[src/rtl/norm_pkg.sv]
package norm_pkg;
  localparam int SEL_W = 4;
  localparam int CFG_W = SEL_W + 1;

  typedef struct packed {
    logic             rnd_en;
    logic [SEL_W-1:0] sel;
  } norm_cfg_t;
endpackage

[src/rtl/norm_cfg_reg.sv]
module norm_cfg_reg
  import norm_pkg::*;
(
  input  logic      clk,
  input  logic      rst_n,
  input  logic      we,
  input  norm_cfg_t d,
  output norm_cfg_t q
);
  always_ff @(posedge clk or negedge rst_n) begin
    if (!rst_n)  q <= '0;
    else if (we) q <= d;
  end
endmodule

[src/rtl/norm_round.sv]
module norm_round #(
  parameter int ACC_W = 40,
  parameter int BASE  = 16,
  parameter int N_WIN = 9,
  parameter int SEL_W = 4
) (
  input  logic [ACC_W-1:0] acc,
  input  logic [SEL_W-1:0] sel,
  input  logic             en,
  output logic [ACC_W-1:0] sum,
  output logic             carry
);
  localparam int SUM_W = ACC_W + 1;

  function automatic int win_idx(input logic [SEL_W-1:0] s);
    return (int'(s) >= N_WIN - 1) ? N_WIN - 1 : int'(s);
  endfunction

  function automatic logic [SUM_W-1:0] half_lsb(input logic [SEL_W-1:0] s,
                                                input logic e);
    logic [SUM_W-1:0] h;
    h = '0;
    if (e) h[BASE - 1 + win_idx(s)] = 1'b1;
    return h;
  endfunction

  logic [SUM_W-1:0] wide;

  always_comb begin
    wide  = {1'b0, acc} + half_lsb(sel, en);
    sum   = wide[ACC_W-1:0];
    carry = wide[ACC_W];
  end
endmodule

[src/rtl/norm_window.sv]
module norm_window #(
  parameter int ACC_W = 40,
  parameter int OUT_W = 16,
  parameter int BASE  = 16,
  parameter int N_WIN = 9,
  parameter int SEL_W = 4
) (
  input  logic [ACC_W-1:0] val,
  input  logic [SEL_W-1:0] sel,
  output logic [OUT_W-1:0] word
);
  logic [OUT_W-1:0] cand [N_WIN];

  for (genvar k = 0; k < N_WIN; k++) begin : g_win
    assign cand[k] = val[BASE+k +: OUT_W];
  end

  always_comb begin
    word = cand[N_WIN-1];
    for (int k = 0; k < N_WIN - 1; k++)
      if (int'(sel) == k) word = cand[k];
  end
endmodule

[src/rtl/rnd_window_norm.sv]
module rnd_window_norm
  import norm_pkg::*;
#(
  parameter int ACC_W = 40,
  parameter int OUT_W = 16,
  parameter int BASE  = 16,
  parameter int N_WIN = 9
) (
  input  logic             clk,
  input  logic             rst_n,
  input  logic [ACC_W-1:0] acc_in,
  input  logic             in_vld_n,
  input  logic             cfg_we,
  input  logic [CFG_W-1:0] cfg_in,
  output logic [OUT_W-1:0] word_out,
  output logic             word_vld_n
);
  localparam int TOP_BIT = BASE + N_WIN - 1 + OUT_W - 1;

  norm_cfg_t        cfg_q;
  logic [ACC_W-1:0] rnd_val;
  logic             rnd_carry;
  logic [OUT_W-1:0] win_word;
  logic             take_word;

  if (TOP_BIT > ACC_W - 1) begin : g_bad_param
    initial $error("window range exceeds accumulator width");
  end

  norm_cfg_reg u_cfg (
    .clk(clk), .rst_n(rst_n), .we(cfg_we), .d(norm_cfg_t'(cfg_in)), .q(cfg_q)
  );

  norm_round #(.ACC_W(ACC_W), .BASE(BASE), .N_WIN(N_WIN), .SEL_W(SEL_W)) u_rnd (
    .acc(acc_in), .sel(cfg_q.sel), .en(cfg_q.rnd_en),
    .sum(rnd_val), .carry(rnd_carry)
  );

  norm_window #(.ACC_W(ACC_W), .OUT_W(OUT_W), .BASE(BASE), .N_WIN(N_WIN),
                .SEL_W(SEL_W)) u_win (
    .val(rnd_val), .sel(cfg_q.sel), .word(win_word)
  );

  assign take_word = ~in_vld_n;

  always_ff @(posedge clk or negedge rst_n) begin
    if (!rst_n) begin
      word_out   <= '0;
      word_vld_n <= 1'b1;
    end else begin
      word_vld_n <= in_vld_n;
      if (take_word) word_out <= win_word;
    end
  end
endmodule

[config.mk]
export PLATFORM = sky130hd
export DESIGN_NAME = rnd_window_norm
export DESIGN_NICKNAME = d
export VERILOG_FILES = /design/src/rtl/norm_pkg.sv /design/src/rtl/norm_cfg_reg.sv /design/src/rtl/norm_round.sv /design/src/rtl/norm_window.sv /design/src/rtl/rnd_window_norm.sv
export SDC_FILE = /design/constraint.sdc
export NUM_CORES = 1
export LEC_CHECK = 0
export BUFFER_PORTS_ARGS = -buffer_cell sky130_fd_sc_hd__buf_2
export CORE_MARGIN = 4
export CORE_UTILIZATION = 30
export CTS_CLUSTER_SIZE = 25
export DETAILED_ROUTE_END_ITERATION = 7
export PLACE_DENSITY = 0.51
export SYNTH_ARGS = -nofsm -noshare
export SYNTH_HDL_FRONTEND = slang
export SYNTH_SLANG_ARGS = --single-unit
[constraint.sdc]
create_clock -name clk -period 4.35 [get_ports clk]
set_input_delay 0.87 -clock clk [delete_from_list [all_inputs] [get_ports clk]]
set_output_delay 0.87 -clock clk [all_outputs]
set_load 0.03 [all_outputs]
==> Word level (Yosys, flattened, before mapping) <==
Index checks and enable logic that the tools add are counted.
W data, S select, Z words.
{ "op_classes": {"add_sub_neg": 2, "order_cmp": 3, "eq_ne": 7, "n_mux": 12, "reduce_logical": 2} }
{ "op_table": {"columns": ["operator", "count"], "rows": [
  ["$mux W16", 8],
  ["$add A40 B40 Y40", 1],
  ["$mux W40", 1],
  ["$add A5 B32 Y32 const A", 1],
  ["$ge A32 B1 Y1 const B", 1],
  ["$lt A32 B8 Y1 const B", 1],
  ["$eq A4 B4 Y1 const B", 4],
  ["$eq A4 B3 Y1 const B", 2],
  ["$demux W1 S6", 1],
  ["$eq A4 B2 Y1 const B", 1],
  ["$ge A4 B4 Y1 const B", 1],
  ["$logic_not A4 Y1", 1],
  ["$mux W4", 1],
  ["$logic_and A1 B1 Y1", 1],
  ["$mux W1", 1]
]} }
{ "totals": {"regBits": 22, "inputBits": 49} }

==> Longest topological paths before layout <==
Gate-level depths: netlist (run 1).
{ "depth": {"ltp_word": 17, "mapped_depth": 18, "depth_no_buf": 15} }

==> Cells and area by module <==
Synthesis (run 1) repeated with hierarchy kept, for this count alone.
{ "hier_totals": {"hier_cells": 529, "hier_area_um2": 4310.4} }
{ "modules_own_cells": {"columns": ["mod", "n_inst", "cells_per_inst", "area_each_um2", "seq_area_each_um2"], "rows": [
  ["norm_round", 1, 256, 1813.0, 0.0],
  ["norm_window", 1, 228, 1640.3, 0.0],
  ["rnd_window_norm", 1, 35, 675.6, 426.7],
  ["norm_cfg_reg", 1, 10, 181.4, 125.1]
]} }

==> Worst setup path before layout (run 1) <==
No wires, ideal clock.
{ "synth_path": {"kind": "flip-flop to flip-flop", "startpoint": "register u_cfg.q[0] (netlist name)", "endpoint": "register word_out[13]", "arrival_time_ns": 3.968, "t_required_ns": 4.239, "setup_slack_ns": 0.271, "path_stages_with_launch": 18, "cell_sequence": "dfrtp_1 > clkbuf_1 > buf_1 > clkbuf_1 > clkbuf_1 > and3_1 > ha_1 > buf_2 > nand2_1 > nor4_1 > nand3_1 > a21oi_2 > o211ai_2 > nor3_2 > xnor2_1 > o22ai_1 > or3b_1 > a222oi_1"} }
{ "synth_between": {"elab_chain_cells": 17, "elab_cells_between_ends": 26} }
{ "synth_lines": {"columns": ["element", "line", "source"], "rows": [
  ["start, declared", "norm_cfg_reg.sv:8", "output norm_cfg_t q"],
  ["start signal, assigned", "norm_cfg_reg.sv:11", "if (!rst_n) q <= '0;"],
  ["start signal, assigned", "norm_cfg_reg.sv:12", "else if (we) q <= d;"],
  ["$ge A4 B4 Y1", "norm_round.sv:16", "return (int'(s) >= N_WIN - 1) ? N_WIN - 1 : int'(s);"],
  ["$mux W4", "norm_round.sv:16", null],
  ["$add A5 B32 Y32", "norm_round.sv:23", "if (e) h[BASE - 1 + win_idx(s)] = 1'b1;"],
  ["$ge A32 B1 Y1 (implied by the code) / $lt A32 B8 Y1 (equally long branches)", "norm_round.sv:23", null],
  ["$logic_and A1 B1 Y1 (implied by the code)", "norm_round.sv:23", null],
  ["$mux W1 (implied by the code)", "norm_round.sv:23", null],
  ["$demux W1 S6", null, null],
  ["$mux W40", "norm_round.sv:23", null],
  ["$add A40 B40 Y40", "norm_round.sv:30", "wide = {1'b0, acc} + half_lsb(sel, en);"],
  ["$mux W16 (7 in a row)", "norm_window.sv:21", "if (int'(sel) == k) word = cand[k];"],
  ["$mux W16 (*)", "norm_window.sv:21", null],
  ["end signal, assigned", "rnd_window_norm.sv:52", "if (take_word) word_out <= win_word;"],
  ["end, declared", "rnd_window_norm.sv:15", "output logic [OUT_W-1:0] word_out,"]
]} }
Mark *: on every way between the ends. The rest lies on a longest branch, timed or not.
A chain may end at the register's enable or synchronous reset.

==> Final worst setup path (run 1) <==
{ "layout_path": {"startpoint": "register u_cfg.q[3] (netlist name)", "endpoint": "register word_out[13]"} }
The elaborated chain is that of the path after synthesis.

==> results of run 1 <==
-- worst max-delay path by stage --
stage / from / endpoint / slack [ns] / depth (start not counted)
finish: u_cfg.q[3] / word_out[13] / 0.23 / 14
global route: u_cfg.q[2] / word_out[3] / 0.07 / 18
floorplan: u_cfg.q[0] / word_out[13] / 0.27 / 17
global placement: u_cfg.q[3] / word_out[13] / 0.32 / 14
CTS: u_cfg.q[3] / word_out[13] / 0.28 / 14
detailed placement: u_cfg.q[3] / word_out[13] / 0.31 / 14
-- where the power goes --
group	leakage (nW)	switching, W	internal, W	total, W
clock network	0.0382	0.0000799	0.000125	0.000205
registers	0.254	0.0000286	0.000244	0.000273
logic	2.02	0.000514	0.000324	0.000837
-- layout make-up --
| class | instances | area (µm²) |
|---|---|---|
| clock buffers | 4 | 78.8 |
| fillers | 1482 | 8270 |
| inverters | 23 | 86.3 |
| multi-input cells | 514 | 3420 |
| flip-flops and latches | 22 | 552 |
| well taps | 176 | 220 |
| repair buffers | 117 | 718 |
-- kinds of logic after synthesis --
logic type,count (synthesis)
AND/OR/NAND/NOR,196
multiplexers,9
AO/OA/AOI/OAI,239
flip-flops,22
buffers and inverters,58
adder cells (fa/ha/maj),31
other,1
XOR/XNOR,17
-- synth_stat cells, drive strengths merged (5+ instances only) --
cell and instances:
xnor2 12, o21a 7, a221oi 5, a21oi 60
a31oi 6, o31a 7, and2 8, or3 6
nor2 60, o211ai 11, o21ai 34, nand3 15
nand2b 10, nand2 53, ha 31, nand4 6
inv 22, o31ai 7, buf 7, xor2 5
a21o 23, o22ai 10, a211oi 14, dfrtp 21
nor4 6, mux2 5, and3 5, a211o 5
nor3 14, clkbuf 28
-- per-stage QoR --
step           hold slack, ns  utilization, %  worst slack, ns  total power, W  cells
6_report                0.499            38.0            0.226         0.00132    856
3_5_place_dp            0.497            37.4            0.307         0.00109    852
5_1_grt                 0.525            38.0           0.0706         0.00140    856
4_1_cts                 0.513            38.0            0.284         0.00131    856
3_3_place_gp            0.486            37.4            0.322         0.00109    852
2_1_floorplan           0.558               -            0.271        0.000808    594
-- metal layers --
metal | routed length, µm | track usage (%)
met5 | 0 | 0
met2 | 7060 | 30.8
met3 | 953 | 2.73
met1 | 7370 | 27.6
met4 | 375 | 4.91
-- sequential cells by signal (all words and copies together), names as in the netlist --
signal      cells
word_out       16
u_cfg.q         5
word_vld_n      1
-- worst max-delay path, cell delays in order, from the launching register on --
cell and delay, ns:
dfrtp_1 0.55, or2_2 0.39, nor2_1 0.21, and2_1 0.20
ha_1 0.30, a21o_1 0.21, a21o_1 0.18, a21o_1 0.21
or3_4 0.35, o22a_4 0.22, a41oi_4 0.28, xnor2_4 0.17
a2111oi_2 0.11, or3b_1 0.40, a222oi_1 0.25
==> run metrics, run 1 <==
Congestion Overflow GR 0; crit path DAT about 4.3 ns; Synth area leaders dfrtp_1, ha_1, a21oi_1; Mapped Cells 573; Worst Tran Pin Value ~0.77 ns; Final Max Tran Viols 0; Die X 125 µm; largest net degree at the start of global routing 46; Clock Tree Buf Depth 2; vias in the first global route 4708; worst relative slew slack 48.4%; Post-CTS Resized 0; Pre-Repair DR Iteration Count 5; Crit path required time 4.51 ns; Reg2Reg Depth 14; Sum Neg Setup Slack 0 ns; I/O Pins 66; # diodes 0; Mapped Area 0.00412 mm²; Final Cycle Share between 90% and 100%; setup bufs post-CTS 0; Final Hold Vio Count 0; Synth Flop Type dfrtp_1; RSZ-0062 raised after global routing no; clk slew on worst S/H paths 0.06 ns; Post-Synth Simple-Gate Area between 20% and 30%; xor and xnor area share after synthesis 4.43%; crit end category flip-flop; Clock Tree Root clkbuf_16; peak supply drop 0.135 mV; Initial Utilization 30.9%; multiplexer area fraction after synthesis 2.34%; Worst Hold Launch word_out[1]; PortBufs 64; commonest non-fill, non-tap cell in the layout buf_2; post-route ant nets 0; Final Skew 0.00217 ns; biggest area consumer among synthesized cells dfrtp_1; clk_lat worst skew 0.26 ns; placed standard-cell area around 0.005 mm²; minimum clock period 4.12 ns; H-tree depth 1; CTS tree built; Die H between 100 and 150 µm; pwr dens about 260 mW/mm²; R2R setup slack 0.23 ns; via/cell ratio 5.76; final setup fails 0; drt total wl 15800 µm; die footprint approximately 0.016 mm²; Worst R2R Start u_cfg.q[3]; Placer Congestion 0.919; register area share after synthesis about 13%; critical path startpoint category flip-flop; worst reg2reg endpoint word_out[13]; drt wl/cell between 15 and 20 µm; Hold Crit Class flip-flop to flip-flop; Core Rows 42; flops & latches, synth 22; Post-synth EDFFs 0; crit path kind flip-flop to flip-flop; first-pass GRT wire length 25000 µm; Total Routing Usage GR 19.3%; Compound-Gate Fraction of Synth Area 41.8%; CP max FO 13; most frequent cells in the layout buf_2, nor2_1, a21oi_1, nand2_1, buf_4; DRC 0; Clock Sink Count 22; core area 0.0133 mm²; share of cells above drive strength 1 between 20% and 30%; Async SR Flop Fraction 100%; Hold EP word_out[1]; post-route cell area about 0.005 mm²; Pleak 2.31 nW; Netlist cell types 86; antenna violations before repair 0; max cap viols 0; Worst Hold Path Cells 1; largest family of logic cells by synthesized area compound AO/OA/AOI/OAI gates; Max Clk Rate 242 MHz; Synth Area in Adders 9.41%; post-detail-place hpwl 12600 µm; Yosys top cell area share between 10% and 20%; CTS Buf Count 3; total number of vias a little under 5000; CTS Hold Bufs 0; final net count 761; Syn-to-layout area delta 23.2%; status finished clean; Syn. warnings 0; Syn Area/Cell 7.19 µm²; DRT iter0 DRCs ~480
(Power assumes the default switching activity.)
==> run 2: changes to the inputs <==
--- a/config.mk
+++ b/config.mk
@@ -13,4 +13,5 @@
 export PLACE_DENSITY = 0.51
 export SYNTH_ARGS = -nofsm -noshare
 export SYNTH_HDL_FRONTEND = slang
+export SYNTH_HIERARCHICAL = 1
 export SYNTH_SLANG_ARGS = --single-unit
==> run 2 against run 1 <==
Synthesized cell count shrank 13%. First-iteration DRC count shrank 16%. Fmax grew 3.3%. Synthesized area shrank 0.91%. Global-route usage shrank 4.1 points. Sequential power grew 7%. Flip-flop and latch count is the same. Die area shrank 0.85%. Cell count shrank 12%. Critical path type unchanged. Largest cell class unchanged.
==> run metrics, run 2 <==
Final Max Tran Viols 0 (unchanged); share of cells above drive strength 1 25.6% (+2.8 points); max reg flops 16 (unchanged); drt total wl 12400 µm (-21%); final setup fails 0 (unchanged); Die H 125 µm (-0.43%); critical path startpoint category flip-flop; max cap viols 0 (unchanged); placed standard-cell area 0.00460 mm² (-8.1%); Clock Tree Root clkbuf_16; drt wl/cell 16.6 µm (-10%); final net count 657 (-14%); Pleak 2.05 nW (-11%); post-detail-place hpwl 9540 µm (-24%); Initial Utilization 30.7% (-0.16 points); H-tree depth 1 (unchanged); register area 554 µm² (+0.45%); Hold Crit Class flip-flop to flip-flop; largest net degree at the start of global routing 58 (+26%); worst relative slew slack 41.0% (-7.4 points); DRT iter0 DRCs 399 (-16%); total number of vias 4151 (-16%); Final Cycle Share 91.8% (-3.0 points); vias in the first global route 3983 (-15%); Core Rows 42 (unchanged); post-route ant nets 0 (unchanged); clk slew on worst S/H paths 0.06 ns (about the same); Final Skew 0.00142 ns (-0.000753 ns); PortBufs 65 (+1.6%); Clock Tree Buf Depth 2 (unchanged); RSZ-0062 raised after global routing no; Sw Pwr 0.000636 W (+2.3%); peak supply drop 0.181 mV (+35%); Crit path required time 4.56 ns (+0.05 ns); Top reg by flops word_out; setup ws final 0.356 ns (+0.130 ns); worst hold margin 0.505 ns (+0.00566 ns); antenna violations before repair 0 (unchanged); Total Routing Usage GR 15.3% (-4.1 points); area of the multi-input gates 0.00336 mm² (-1.7%); core area 0.0133 mm² (-0.39%); Syn Area/Cell 8.23 µm² (+14%); Sw Share 44.2% (-3.1 points); crit path kind flip-flop to flip-flop; Placed Instances 746 (-12%); via/cell ratio 5.53 (-3.8%); DRC 0 (unchanged); Comb pwr share 61.3% (-2.4 points); CP max FO 7 (-6); clk_lat worst skew 0.26 ns (about the same); clock share of power 18.5% (+2.9 points); Mapped Cells 496 (-13%); post-route cell area 0.00475 mm² (-6.4%); die footprint 0.0155 mm² (-0.85%); Syn. warnings 6 (+6); Worst Tran Pin Value 0.881 ns (+0.107 ns); Die X 125 µm (-0.43%); top flop regs word_out: 16 flops, u_cfg/q: 5 flops, word_vld_n: 1 flops; CTS tree built; I/O Pins 66 (unchanged); crit end category flip-flop; Mapped Area 0.00408 mm² (-0.91%); pwr dens 303 mW/mm² (+17%); Pre-Repair DR Iteration Count 5 (unchanged); first-pass GRT wire length 20100 µm (-20%); Clock Sink Count 22 (unchanged); status finished clean; Placer Congestion 0.916 (-0.33%); # diodes 0 (unchanged); crit path DAT 4.20 ns (-0.08 ns); Syn-to-layout area delta 16.4%; CTS Buf Count 3 (unchanged); fillers 1409 (-4.9%); Layout Cells excl Fill 750 (-12%); pre-CTS setup slack 0.120 ns (-0.187 ns); Max Clk Rate 250 MHz (+3.3%); Congestion Overflow GR 0 (unchanged); commonest non-fill, non-tap cell in the layout buf_2; Flop pwr share 20.2% (-0.5 points); Final Hold Vio Count 0 (unchanged); minimum clock period 3.99 ns (-0.130 ns); Sum Neg Setup Slack 0 ns (unchanged); most frequent cells in the layout buf_2, a21oi_1, nand2_1, ha_1, nor2_1; Pint 0.000804 W (+16%)
## run 2: worst paths after layout
kind                       slack (ns)           end   startpoint  cells past startpoint
max                              0.36  word_out[15]   u_cfg/q[3]                     16
min                              0.51   word_out[0]  word_out[0]                      1
max reg2reg                      0.36  word_out[15]   u_cfg/q[3]                     16
min reg2reg                      0.51   word_out[0]  word_out[0]                      1
max in group asynchronous        3.39    u_cfg/q[0]        rst_n                      1
min in group asynchronous        0.58    u_cfg/q[4]        rst_n                      1
## run 2: power groups by stage
| stage | sequential (W) | clock [W] | combinational [W] |
|---|---|---|---|
| floorplan | 0.000392 | 0 | 0.000544 |
| global route | 0.000299 | 0.000281 | 0.000954 |
| finish | 0.000291 | 0.000266 | 0.000883 |
| global placement | 0.000292 | 0 | 0.000859 |
| CTS | 0.000292 | 0.000274 | 0.000858 |
| detailed placement | 0.000295 | 0 | 0.000855 |
## run 2: stage by stage
stage	util, %	power [W]
after CTS	35.4	0.00142
after floorplan	-	0.000936
final	35.7	0.00144
after global placement	34.6	0.00115
after detailed placement	34.6	0.00115
after global routing	35.7	0.00153
## run 2: per-layer routing
layer / vias to the layer above / GRT usage, % / share of wire, %
met5: - / 0 / 0
met4: 0 / 5.48 / 3.3
met3: 35 / 1.59 / 6.7
met2: 186 / 25.1 / 46
met1: 1905 / 20.8 / 44
li1: 2025 / - / -
## run 2: critical path, cell delays in order (launching register included)
cell	delay [ns]
dfrtp_1	0.40
or3b_2	0.52
nor2_1	0.11
ha_1	0.29
a21oi_2	0.18
o21ai_1	0.14
a311oi_2	0.33
nand3b_1	0.13
o211ai_1	0.30
a21boi_2	0.12
o21ai_1	0.21
xnor2_2	0.21
inv_1	0.10
or3_1	0.36
a221oi_1	0.25
o31a_1	0.16
mux2_2	0.13
## run 2: cell type report
class | count | share of cell area [%]
repair buffers | 83 | 9.77
clock inverters | 1 | 0.632
well taps | 176 | 4.63
inverters | 12 | 0.948
clock buffers | 3 | 1.58
flip-flops and latches | 22 | 11.7
multi-input cells | 453 | 70.8
## run 2: repair_timing
item / CTS / global route
endpoints found under the hold margin: 0 / 0
setup endpoints to repair: 0 / 7
hold buffers: 0 / 0
setup buffers: 0 / 0
gates resized for setup: 0 / 10
==> run 3: changes to the inputs <==
--- a/config.mk
+++ b/config.mk
@@ -5,12 +5,13 @@
 export SDC_FILE = /design/constraint.sdc
 export NUM_CORES = 1
 export LEC_CHECK = 0
-export BUFFER_PORTS_ARGS = -buffer_cell sky130_fd_sc_hd__buf_2
+export CORE_ASPECT_RATIO = 1.4
 export CORE_MARGIN = 4
 export CORE_UTILIZATION = 30
 export CTS_CLUSTER_SIZE = 25
 export DETAILED_ROUTE_END_ITERATION = 7
-export PLACE_DENSITY = 0.51
+export DONT_BUFFER_PORTS = 1
+export PLACE_DENSITY = 0.47
 export SYNTH_ARGS = -nofsm -noshare
 export SYNTH_HDL_FRONTEND = slang
 export SYNTH_HIERARCHICAL = 1
==> run 3 against run 2 <==
Worst setup slack got worse by 0.10 ns. Clock-buffer cell count rose by 1. Routed wire length grew 3.4%. Design area decreased by 8.0%. Total power down 9.7%. Critical path depth decreased by 1. Non-clock buffer count is 66 lower. Die area rose by 0.18%. First-iteration DRC count decreased by 60%. Clock skew grew 0.0047 ns. Fmax shrank 2.5%. Via count decreased by 6.5%. Highest routed layer unchanged.
==> run metrics, run 3 (synthesized netlist as in run 2, its figures left out) <==
H-tree depth 1 (unchanged); drt wl/cell 18.6 µm (+12%); CP max FO 5 (-2); CTS Buf Count 3 (unchanged); first-pass GRT wire length 20500 µm (+2.3%); Hold Crit Class input pin to async pin; Clock Sink Count 22 (unchanged); final core occ 32.7% (-3.1 points); peak supply drop 0.135 mV (-26%); Die X 107 µm (-14%); CTS Hold Bufs 0 (unchanged); Sw Pwr 0.000608 W (-4.5%); RSZ-0062 raised after global routing no; final setup fails 0 (unchanged); met3 routed WL 605 µm (-27%); CTS tree built; Sum Neg Setup Slack 0 ns (unchanged); crit path kind flip-flop to flip-flop; DRT iter0 DRCs 158 (-60%); Max Clk Rate 244 MHz (-2.5%); antenna violations before repair 0 (unchanged); Placer Congestion 0.892 (-2.6%); pwr dens 298 mW/mm² (-1.9%); Clock Tree Buf Depth 2 (unchanged); clk slew on worst S/H paths 0.07 ns (about the same); Final Hold Vio Count 0 (unchanged); Total Routing Usage GR 16.2% (+0.93 points); DRC 0 (unchanged); most frequent cells in the layout a21oi_1, nand2_1, ha_1, nor2_1, o21ai_0; total number of vias 3881 (-6.5%); Final Skew 0.00617 ns (+0.00475 ns); Final Max Tran Viols 0 (unchanged); minimum clock period 4.10 ns (+0.103 ns); post-route ant nets 0 (unchanged); Sw Share 46.7% (+2.5 points); Comb pwr share 52.6% (-8.7 points); die footprint 0.0156 mm² (+0.18%); Syn-to-layout area delta 7.08%; status finished clean; clock share of power 16.3% (-2.2 points); pre-CTS setup slack 0.214 ns (+0.0941 ns); Worst Tran Pin Value 0.863 ns (-0.0185 ns); commonest non-fill, non-tap cell in the layout a21oi_1; final net count 591 (-10%); max reg flops 16 (unchanged); worst relative slew slack 42.1% (+1.0 points); critical path startpoint category flip-flop; # diodes 0 (unchanged); Core Rows 50 (+19%); top flop regs word_out: 16 flops, u_cfg/q: 5 flops, word_vld_n: 1 flops; Overall Power 0.00130 W (-9.7%); worst hold margin 0.289 ns (-0.216 ns); Initial Utilization 30.5% (-0.21 points); via/cell ratio 5.62 (+1.6%); max cap viols 0 (unchanged); Congestion Overflow GR 0 (unchanged); max layer used met4; crit end category flip-flop; core area 0.0134 mm² (+0.70%); Pre-Repair DR Iteration Count 4 (-1); I/O Pins 66 (unchanged); post-detail-place hpwl 10100 µm (+5.7%); setup ws final 0.253 ns (-0.103 ns); Die H 146 µm (+17%); largest net degree at the start of global routing 59 (+1.7%); drt total wl 12800 µm (+3.4%); crit path DAT 4.26 ns (+0.06 ns); Clock Tree Root clkbuf_16; Crit path required time 4.51 ns (-0.05 ns); Final Cycle Share 94.2% (+2.4 points); Flop pwr share 31.1% (+11 points); PortBufs 0 (-100%); Pleak 1.76 nW (-14%); share of cells above drive strength 1 15.0% (-11 points); Pint 0.000693 W (-14%); clk_lat worst skew 0.27 ns (about the same); Routed met1 length 5030 µm (-8.3%); Top reg by flops word_out; vias in the first global route 3831 (-3.8%); met2 wirelength from detailed routing 6690 µm (+17%)
## run 3: final cells by class
| cell class | count | area (µm²) |
|---|---|---|
| Inverter | 12 | 45.0 |
| Multi-Input combinational cell | 453 | 3340 |
| Clock buffer | 4 | 78.8 |
| Fill cell | 1467 | 9020 |
| Timing Repair Buffer | 17 | 128 |
| Sequential cell | 22 | 554 |
| Tap cell | 182 | 228 |
## run 3: timing repair
| item | CTS | global route |
|---|---|---|
| buffers inserted | 0 | 0 |
| gates resized for setup | 0 | 5 |
| endpoints found under the setup margin | 0 | 6 |
## run 3: metrics by stage
| stage | cells | area (µm²) |
|---|---|---|
| final | 690 | 4370 |
| after global routing | 690 | 4370 |
| after global placement | 686 | 4270 |
| after detailed placement | 686 | 4270 |
| after CTS | 690 | 4350 |
| after floorplan | 519 | 4170 |
## run 3: power by group through the flow
stage	clock (W)	combinational [W]	sequential (W)
global placement	0	0.000670	0.000410
global route	0.000224	0.000746	0.000412
finish	0.000212	0.000685	0.000404
CTS	0.000216	0.000668	0.000407
floorplan	0	0.000544	0.000392
detailed placement	0	0.000665	0.000411
## run 3: worst paths after layout
path                       depth (start not counted)  slack, ns       start           end
setup reg to reg                                  15       0.25  u_cfg/q[3]  word_out[12]
hold reg to reg                                    1       0.57  u_cfg/q[4]    u_cfg/q[4]
max in group asynchronous                          0       3.89       rst_n    word_vld_n
setup / recovery                                  15       0.25  u_cfg/q[3]  word_out[12]
min in group clk                                   1       0.57  u_cfg/q[4]    u_cfg/q[4]
hold / removal                                     0       0.29       rst_n  word_out[15]
## run 3: routing by layer
metal | track usage (%) | up-vias
li1 | - | 1900
met5 | 0 | -
met3 | 2.21 | 23
met1 | 18.5 | 1837
met4 | 6.78 | 0
met2 | 29.8 | 121
## run 3: critical path, stage by stage, from the launching register on
cell      delay, ns
dfrtp_1        0.38
or3b_2         0.51
nor2_1         0.12
ha_1           0.29
a21oi_1        0.22
o21ai_1        0.14
a311oi_1       0.36
nand3b_1       0.14
o21ai_0        0.26
o211ai_1       0.12
a21oi_1        0.19
xnor2_1        0.22
mux4_2         0.52
a22oi_1        0.17
o21ai_1        0.09
mux2_4         0.26
